==> src/rtl/edge_stamp.sv <==
module edge_stamp #(
  parameter int NUM_IN = 3,
  parameter int CNT_W  = 48
) (
  input  logic                        clk,
  input  logic                        rst_n,
  input  logic [NUM_IN-1:0]           pulse_in,
  input  logic [NUM_IN-1:0]           flag_clr,
  input  logic                        cnt_rd_lo,
  output logic [CNT_W/2-1:0]          cnt_lo,
  output logic [CNT_W-CNT_W/2-1:0]    cnt_hi_hold,
  output logic [NUM_IN*CNT_W-1:0]     rise_ts,
  output logic [NUM_IN*CNT_W-1:0]     fall_ts,
  output logic [NUM_IN-1:0]           pulse_done,
  output logic [NUM_IN-1:0]           overrun
);
  localparam int HALF = CNT_W / 2;
  localparam int LAT  = 2;

  logic [CNT_W-1:0]  cnt;
  logic [NUM_IN-1:0] s1, s2, s3;
  logic [NUM_IN-1:0] rise_det, fall_det;
  logic [CNT_W-1:0]  stamp;

  assign rise_det = s2 & ~s3;
  assign fall_det = ~s2 & s3;
  assign stamp    = cnt - CNT_W'(LAT);
  assign cnt_lo   = cnt[HALF-1:0];

  always_ff @(posedge clk) begin
    if (!rst_n) begin
      cnt         <= '0;
      s1          <= '0;
      s2          <= '0;
      s3          <= '0;
      cnt_hi_hold <= '0;
    end else begin
      cnt <= cnt + 1'b1;
      s1  <= pulse_in;
      s2  <= s1;
      s3  <= s2;
      if (cnt_rd_lo) cnt_hi_hold <= cnt[CNT_W-1:HALF];
    end
  end

  for (genvar g = 0; g < NUM_IN; g++) begin : g_in
    logic [CNT_W-1:0] rise_r, fall_r;

    always_ff @(posedge clk) begin
      if (!rst_n) begin
        rise_r        <= '0;
        fall_r        <= '0;
        pulse_done[g] <= 1'b0;
        overrun[g]    <= 1'b0;
      end else begin
        if (rise_det[g]) rise_r <= stamp;
        if (fall_det[g]) fall_r <= stamp;
        if (fall_det[g])      pulse_done[g] <= 1'b1;
        else if (flag_clr[g]) pulse_done[g] <= 1'b0;
        if (rise_det[g] && pulse_done[g] && !flag_clr[g]) overrun[g] <= 1'b1;
        else if (flag_clr[g])                              overrun[g] <= 1'b0;
      end
    end

    assign rise_ts[g*CNT_W +: CNT_W] = rise_r;
    assign fall_ts[g*CNT_W +: CNT_W] = fall_r;

    a_r2_pulse_has_width: assert property (@(posedge clk) disable iff (!rst_n)
      $rose(pulse_done[g]) |-> (fall_r != rise_r));

    a_r7_overrun_needs_done: assert property (@(posedge clk) disable iff (!rst_n)
      ($past(rst_n) && $rose(overrun[g])) |-> $past(pulse_done[g]));

    a_r6_clear_takes: assert property (@(posedge clk) disable iff (!rst_n)
      (flag_clr[g] && !fall_det[g]) |=> !pulse_done[g]);
  end

  a_r4_lo_steps: assert property (@(posedge clk) disable iff (!rst_n)
    $past(rst_n) |-> (cnt_lo == $past(cnt_lo) + 1'b1));

  a_r5_hold_stable: assert property (@(posedge clk) disable iff (!rst_n)
    !cnt_rd_lo |=> $stable(cnt_hi_hold));
endmodule

==> config.mk <==
export PLATFORM = sky130hd
export DESIGN_NAME = edge_stamp
export DESIGN_NICKNAME = d
export VERILOG_FILES = /design/src/rtl/edge_stamp.sv
export SDC_FILE = /design/constraint.sdc
export NUM_CORES = 1
export LEC_CHECK = 0
export BUFFER_PORTS_ARGS = -buffer_cell sky130_fd_sc_hd__buf_4
export CAP_MARGIN = 25
export CORE_ASPECT_RATIO = 1.5
export CORE_MARGIN = 1.5
export CORE_UTILIZATION = 29
export DETAILED_ROUTE_END_ITERATION = 16
export SLEW_MARGIN = 20
export SYNTH_ARGS = -nofsm -noshare
export SYNTH_HDL_FRONTEND = slang
export SYNTH_SLANG_ARGS = --single-unit
==> constraint.sdc <==
create_clock -name clk -period 4.92 [get_ports clk]
set_input_delay 0.246 -clock clk [delete_from_list [all_inputs] [get_ports clk]]
set_output_delay 0.246 -clock clk [all_outputs]
set_load 0.02 [all_outputs]
==> impl_metrics.json, run 1 <==
{
  "status": "completed",
  "worstMarginPinSlew_ns": 0.995,
  "layout.cells.non_filler": 2508,
  "critPathMaxStageDelay_ns": 0.70,
  "cts-resized-gates": 0,
  "hold_viol_final": 0,
  "multiInputGateArea_um2": 5920,
  "grt_first_pass_wirelength_um": 76600,
  "initial_utilization_pct": 29.2,
  "clock-sinks": 375,
  "fp.dieH_um": 274,
  "max_cap_viol_count": 0,
  "setup.worst_path.class": "flop to flop",
  "vias_per_cell": 5.04,
  "min_period_ns": 3.27,
  "place_hpwl_um": 37400,
  "fillerInstances": 4897,
  "clk_pin_slew_ns": 0.06,
  "syn_inst": 1584,
  "cp_max_fo": 12,
  "dieArea_um2": 50100,
  "design.core.area_um2": 48400,
  "yosysTopAreaCell": "dfxtp_1",
  "cp_top_family": "simple AND/OR/NAND/NOR gates",
  "seq_area_um2": 7510,
  "fin_skew_ns": 0.0123,
  "synth_seq_cells": 375,
  "h-tree-depth": 2,
  "layout-drive-gt1-share_pct": 25.1,
  "synth-main-ff-cell": "dfxtp_1",
  "num_vias": 12643,
  "cp_num_buf_inv": 0,
  "drc": 0,
  "timing.final.crit_share_pct": 66.5,
  "antenna_found_initial": 0,
  "die_w_um": 183,
  "place.gp.congestion": 0.830,
  "dp.cells": 2432,
  "insertion_delay_ns": 0.55,
  "p_per_area_nw_per_um2": 382,
  "antennaDiodeCount": 0,
  "yosys.cell_count.top_type": "dfxtp_1",
  "synth_top_cell_area_share_pct": 53.1,
  "io_buffer_count": 350,
  "total_power_mw": 7.03,
  "use_met2_pct": 36.7,
  "synth.avg_cell_area_um2": 8.93,
  "grt.busiest_layer": "met2",
  "cts_buffer_depth": 3,
  "cp-start-kind": "flop",
  "synthTopCellsByArea": "dfxtp_1 (53%), o21ai_0 (7.7%), a21oi_1 (5.3%)",
  "async_reset_ff_share_pct": 0,
  "crit_arrival_ns": 3.66,
  "required_ns": 5.31,
  "max_slew_margin_pct": 33.1,
  "cts_tree": "yes",
  "root_buffer": "clkbuf_16",
  "finalSetupViolations": 0,
  "routed_wl_um": 52700,
  "syn-num-nets": 1596,
  "grt_max_degree": 132,
  "std_cell_rows": 99,
  "tns_ns": 0,
  "pre_cts_ws_ns": 1.66,
  "ant_nets": 0,
  "r2r_start": "cnt[14]",
  "hold_class": "input pin to flop",
  "first_iter_violations": 802,
  "avgRoutedWirePerCell_um": 21.0,
  "worst_setup_path_end_kind": "flop",
  "ys_warn_count": 0,
  "first_pass_iters": 5,
  "rsz0062_at_grt": "no",
  "hold_ws_ns": 0.208,
  "setup.worst_path.start": "cnt[14]",
  "fmax_ghz": 0.306,
  "io_pins": 351,
  "fin_ws_ns": 1.65,
  "slowest_stage": "o31ai_1",
  "crit_chain": "or4_4 -> nor3_2 -> nand4_1 -> o31ai_1 -> a31oi_1",
  "grt_overflow": 0,
  "nets": 1836,
  "min_from": "cnt_rd_lo",
  "ir_drop_mv": 0.255,
  "leakage_nw": 7.63,
  "synthTopCellsByCount": "dfxtp_1 (375), o21ai_0 (219), nor2_1 (195)",
  "grt_use_total_pct": 20.3,
  "synth_edf_count": 0,
  "area_growth_pct": 30.0,
  "grt_use_met3_pct": 4.82,
  "drv_slew": 0,
  "cts_made_buffers": 39,
  "yosys.cell_types.count": 49,
  "syn_area_um2": 14100,
  "grtUsageMet1_pct": 21.7,
  "grt_pass1_vias": 11747,
  "synth_seq_area_share_pct": 53.1
}
==> final cells by class <==
class | instances | share of cell area, %
Sequential cell | 375 | 40.8
Multi-Input combinational cell | 1025 | 32.2
Timing Repair Buffer | 379 | 15.6
Clock buffer | 52 | 6.18
Tap cell | 656 | 4.46
Clock inverter | 17 | 0.735
Inverter | 4 | 0.0952
==> report_power, final <==
part	leakage (nW)	total (mW)	internal [mW]	switching, mW
sequential	3.05	3.22	3.15	0.0727
clock	0.639	2.95	1.68	1.27
combinational	3.95	0.860	0.276	0.584
==> registers in the layout (all words and copies together) (netlist names) <==
signal	count
overrun	3
cnt_hi_hold	24
s3	3
s1	3
pulse_done	3
cnt	48
g_in.fall_r	144
s2	3
g_in.rise_r	144
==> layer usage <==
layer	vias to the layer above	share of wire [%]
met5	-	0
met4	0	5.4
met3	121	6.6
met2	473	51
met1	5992	37
li1	6057	-
==> path summary, 6_finish.rpt <==
path	cells after the start	slack [ns]	end
worst min-delay path	3	0.21	cnt_hi_hold[18]
worst min register to register	1	0.43	s2[2]
worst max-delay path	5	1.65	g_in[0].fall_r[38]
worst max register to register	5	1.65	g_in[0].fall_r[38]
==> timing repair <==
item	in CTS	in global routing
endpoints found under the hold margin	9	0
endpoints found under the setup margin	0	0
hold buffers	6	0
setup buffers	0	0
==> layout by cell type, fill, tap and decap left out, types with 4 or more instances in the layout <==
master	synthesis	final
a211oi_1	73	73
or3_1	19	19
clkinv_2	0	11
or4_1	11	11
dfxtp_1	375	375
and4_1	4	4
nor4_1	17	17
clkbuf_16	0	40
clkbuf_8	0	9
buf_4	24	369
nand2_1	37	37
nor2b_4	0	6
nand4b_1	7	7
o31ai_1	6	6
o21ai_0	219	219
nor3_1	18	17
nand3_1	23	23
dlygate4sd3_1	0	6
nand4_1	29	29
xnor2_1	28	26
xor2_1	36	34
and3_1	7	7
a21oi_1	149	149
nand2b_1	13	13
mux2i_1	26	26
and2_1	12	12
nor2_1	195	195
a31oi_1	60	60
==> metrics by stage <==
stage	util, %	instance area (um^2)
2_1_floorplan	-	14100
3_3_place_gp	35.1	17000
3_5_place_dp	35.2	17100
4_1_cts	38.0	18400
5_1_grt	38.0	18400
6_report	38.0	18400
==> kinds of logic after synthesis <==
family	count (synthesis)	synth area share, %
buf+inv	184	5.68
fa+ha+maj	3	0.265
simple gates	414	14.5
compound gates	518	20.7
mux	26	1.84
xor+xnor	64	3.96
flops	375	53.1
==> tightest hold or removal path: stages <==
cell and delay [ns]:
buf_4 0.24, mux2i_1 0.16, nor2_1 0.07
Power figures use the tool's default switching activity.
==> inputs of run 2 (changes only) <==
clock period = 3 ns   (was 4.92 ns; I/O delays follow)
==> run 2 against run 1 <==
Die area unchanged. Maximum frequency up 18%. Clock power up 71%. First-iteration DRC count down 13%. Largest cell class unchanged. Clock skew up 0.011 ns.
==> impl_metrics.json, run 2 (synthesis gave the netlist of run 1 again) <==
{
  "clk_pin_slew_ns": 0.07,
  "timing.final.crit_share_pct": 92.6,
  "worst_setup_path_end_kind": "flop",
  "place_hpwl_um": 36600,
  "avgRoutedWirePerCell_um": 20.1,
  "design.core.area_um2": 48400,
  "cts-resized-gates": 0,
  "status": "completed",
  "crit_chain": "or4_1 -> or3_1 -> or4b_2 -> xor2_1 -> a21oi_1",
  "initial_utilization_pct": 29.2,
  "io_buffer_count": 350,
  "fillerInstances": 4895,
  "cts_buffer_depth": 3,
  "h-tree-depth": 2,
  "pre_cts_ws_ns": 0.279,
  "antenna_found_initial": 0,
  "area_growth_pct": 33.9,
  "cp_max_fo": 7,
  "hold_viol_final": 0,
  "first_iter_violations": 698,
  "num_vias": 12700,
  "fp.dieH_um": 274,
  "fmax_ghz": 0.360,
  "p_per_area_nw_per_um2": 625,
  "grt_first_pass_wirelength_um": 75800,
  "grt_use_total_pct": 19.9,
  "layout-drive-gt1-share_pct": 27.1,
  "critPathMaxStageDelay_ns": 0.69,
  "tns_ns": 0,
  "leakage_nw": 7.95,
  "place.gp.congestion": 0.857,
  "root_buffer": "clkbuf_16",
  "slowest_stage": "or4b_2",
  "cts_setup_buffers": 0,
  "min_period_ns": 2.78,
  "insertion_delay_ns": 0.55,
  "crit_arrival_ns": 3.19,
  "clock-sinks": 375,
  "dieArea_um2": 50100,
  "required_ns": 3.41,
  "layout.cells.non_filler": 2570,
  "grt_pass1_vias": 12028,
  "grt_overflow": 0,
  "drc": 0,
  "antennaDiodeCount": 0,
  "rsz0062_at_grt": "no",
  "io_pins": 351,
  "die_w_um": 183,
  "ir_drop_mv": 0.402,
  "std_cell_rows": 99,
  "largestRegisters": "g_in.fall_r: 144 flops, g_in.rise_r: 144 flops, cnt: 48 flops",
  "vias_per_cell": 4.94,
  "setup.worst_path.class": "flop to flop",
  "hold_class": "input pin to flop",
  "worstMarginPinSlew_ns": 0.898,
  "routed_wl_um": 51600,
  "nets": 1897,
  "final_cell_mix": "buf_4 (427), dfxtp_1 (375), o21ai_0 (219)",
  "first_pass_iters": 5,
  "final_common_cell": "buf_4",
  "ant_nets": 0,
  "max_slew_margin_pct": 39.7,
  "fin_skew_ns": 0.0228,
  "finalSetupViolations": 0,
  "cts_made_buffers": 39,
  "max_cap_viol_count": 0,
  "cp-start-kind": "flop",
  "postCtsHoldBufs": 6,
  "fin_ws_ns": 0.222,
  "grt_max_degree": 226,
  "drv_slew": 0,
  "dp.cells": 2494,
  "cts_tree": "yes"
}
run 2: cell types whose count changed in the layout (fill, tap and decap cells not counted), sizes merged:
cell | previous run | this run
inv | 6 | 9
clkinvlp | 1 | 3
clkinv | 13 | 7
buf | 372 | 434
clkbuf | 53 | 51
bufinv | 1 | 4
run 2: worst paths after layout:
kind,startpoint,endpoint,slack [ns],cells past startpoint
max reg2reg,cnt[18],g_in[1].rise_r[34],0.22,5
min,rst_n,cnt[28],0.08,3
min reg2reg,s1[1],s2[1],0.43,1
max,cnt[18],g_in[1].rise_r[34],0.22,5
run 2: metal layers:
metal / share of wire [%] / GRT usage, % / vias up
met2: 51 / 36.0 / 428
li1: - / - / 6178
met5: 0 / 0 / -
met4: 5.1 / 10.0 / 0
met3: 6.0 / 4.16 / 99
met1: 38 / 21.8 / 5995
run 2: layout make-up:
| cell class | instances | area, um^2 | area share (%) |
|---|---|---|---|
| flip-flops and latches | 375 | 7510 | 39.6 |
| multi-input cells | 1025 | 5880 | 31.0 |
| repair buffers | 440 | 3400 | 17.9 |
| clock buffers | 51 | 1090 | 5.76 |
| well taps | 656 | 821 | 4.33 |
| clock inverters | 19 | 233 | 1.23 |
| inverters | 4 | 17.5 | 0.0924 |
run 2: power by group:
group / internal [mW] / switching (mW)
clock: 2.94 / 2.11
combinational: 0.520 / 0.996
sequential: 5.16 / 0.106
total: 8.62 / 3.21
run 2: critical path: cells and delay by family, from the launching register on:
family          cells  cell delay [ns]
simple gates        3             1.76
xor+xnor            1             0.42
flops               1             0.31
compound gates      1             0.13
run 2: metrics by stage:
| stage | hold WS [ns] | power, mW | util (%) | area (um^2) |
|---|---|---|---|---|
| 3_5_place_dp | 0.328 | 6.90 | 36.3 | 17600 |
| 2_1_floorplan | 0.229 | 6.14 | - | 14100 |
| 5_1_grt | 0.0987 | 12.3 | 39.1 | 18900 |
| 3_3_place_gp | 0.324 | 6.88 | 36.3 | 17600 |
| 6_report | 0.0820 | 11.8 | 39.1 | 18900 |
| 4_1_cts | 0.0543 | 12.0 | 39.1 | 18900 |
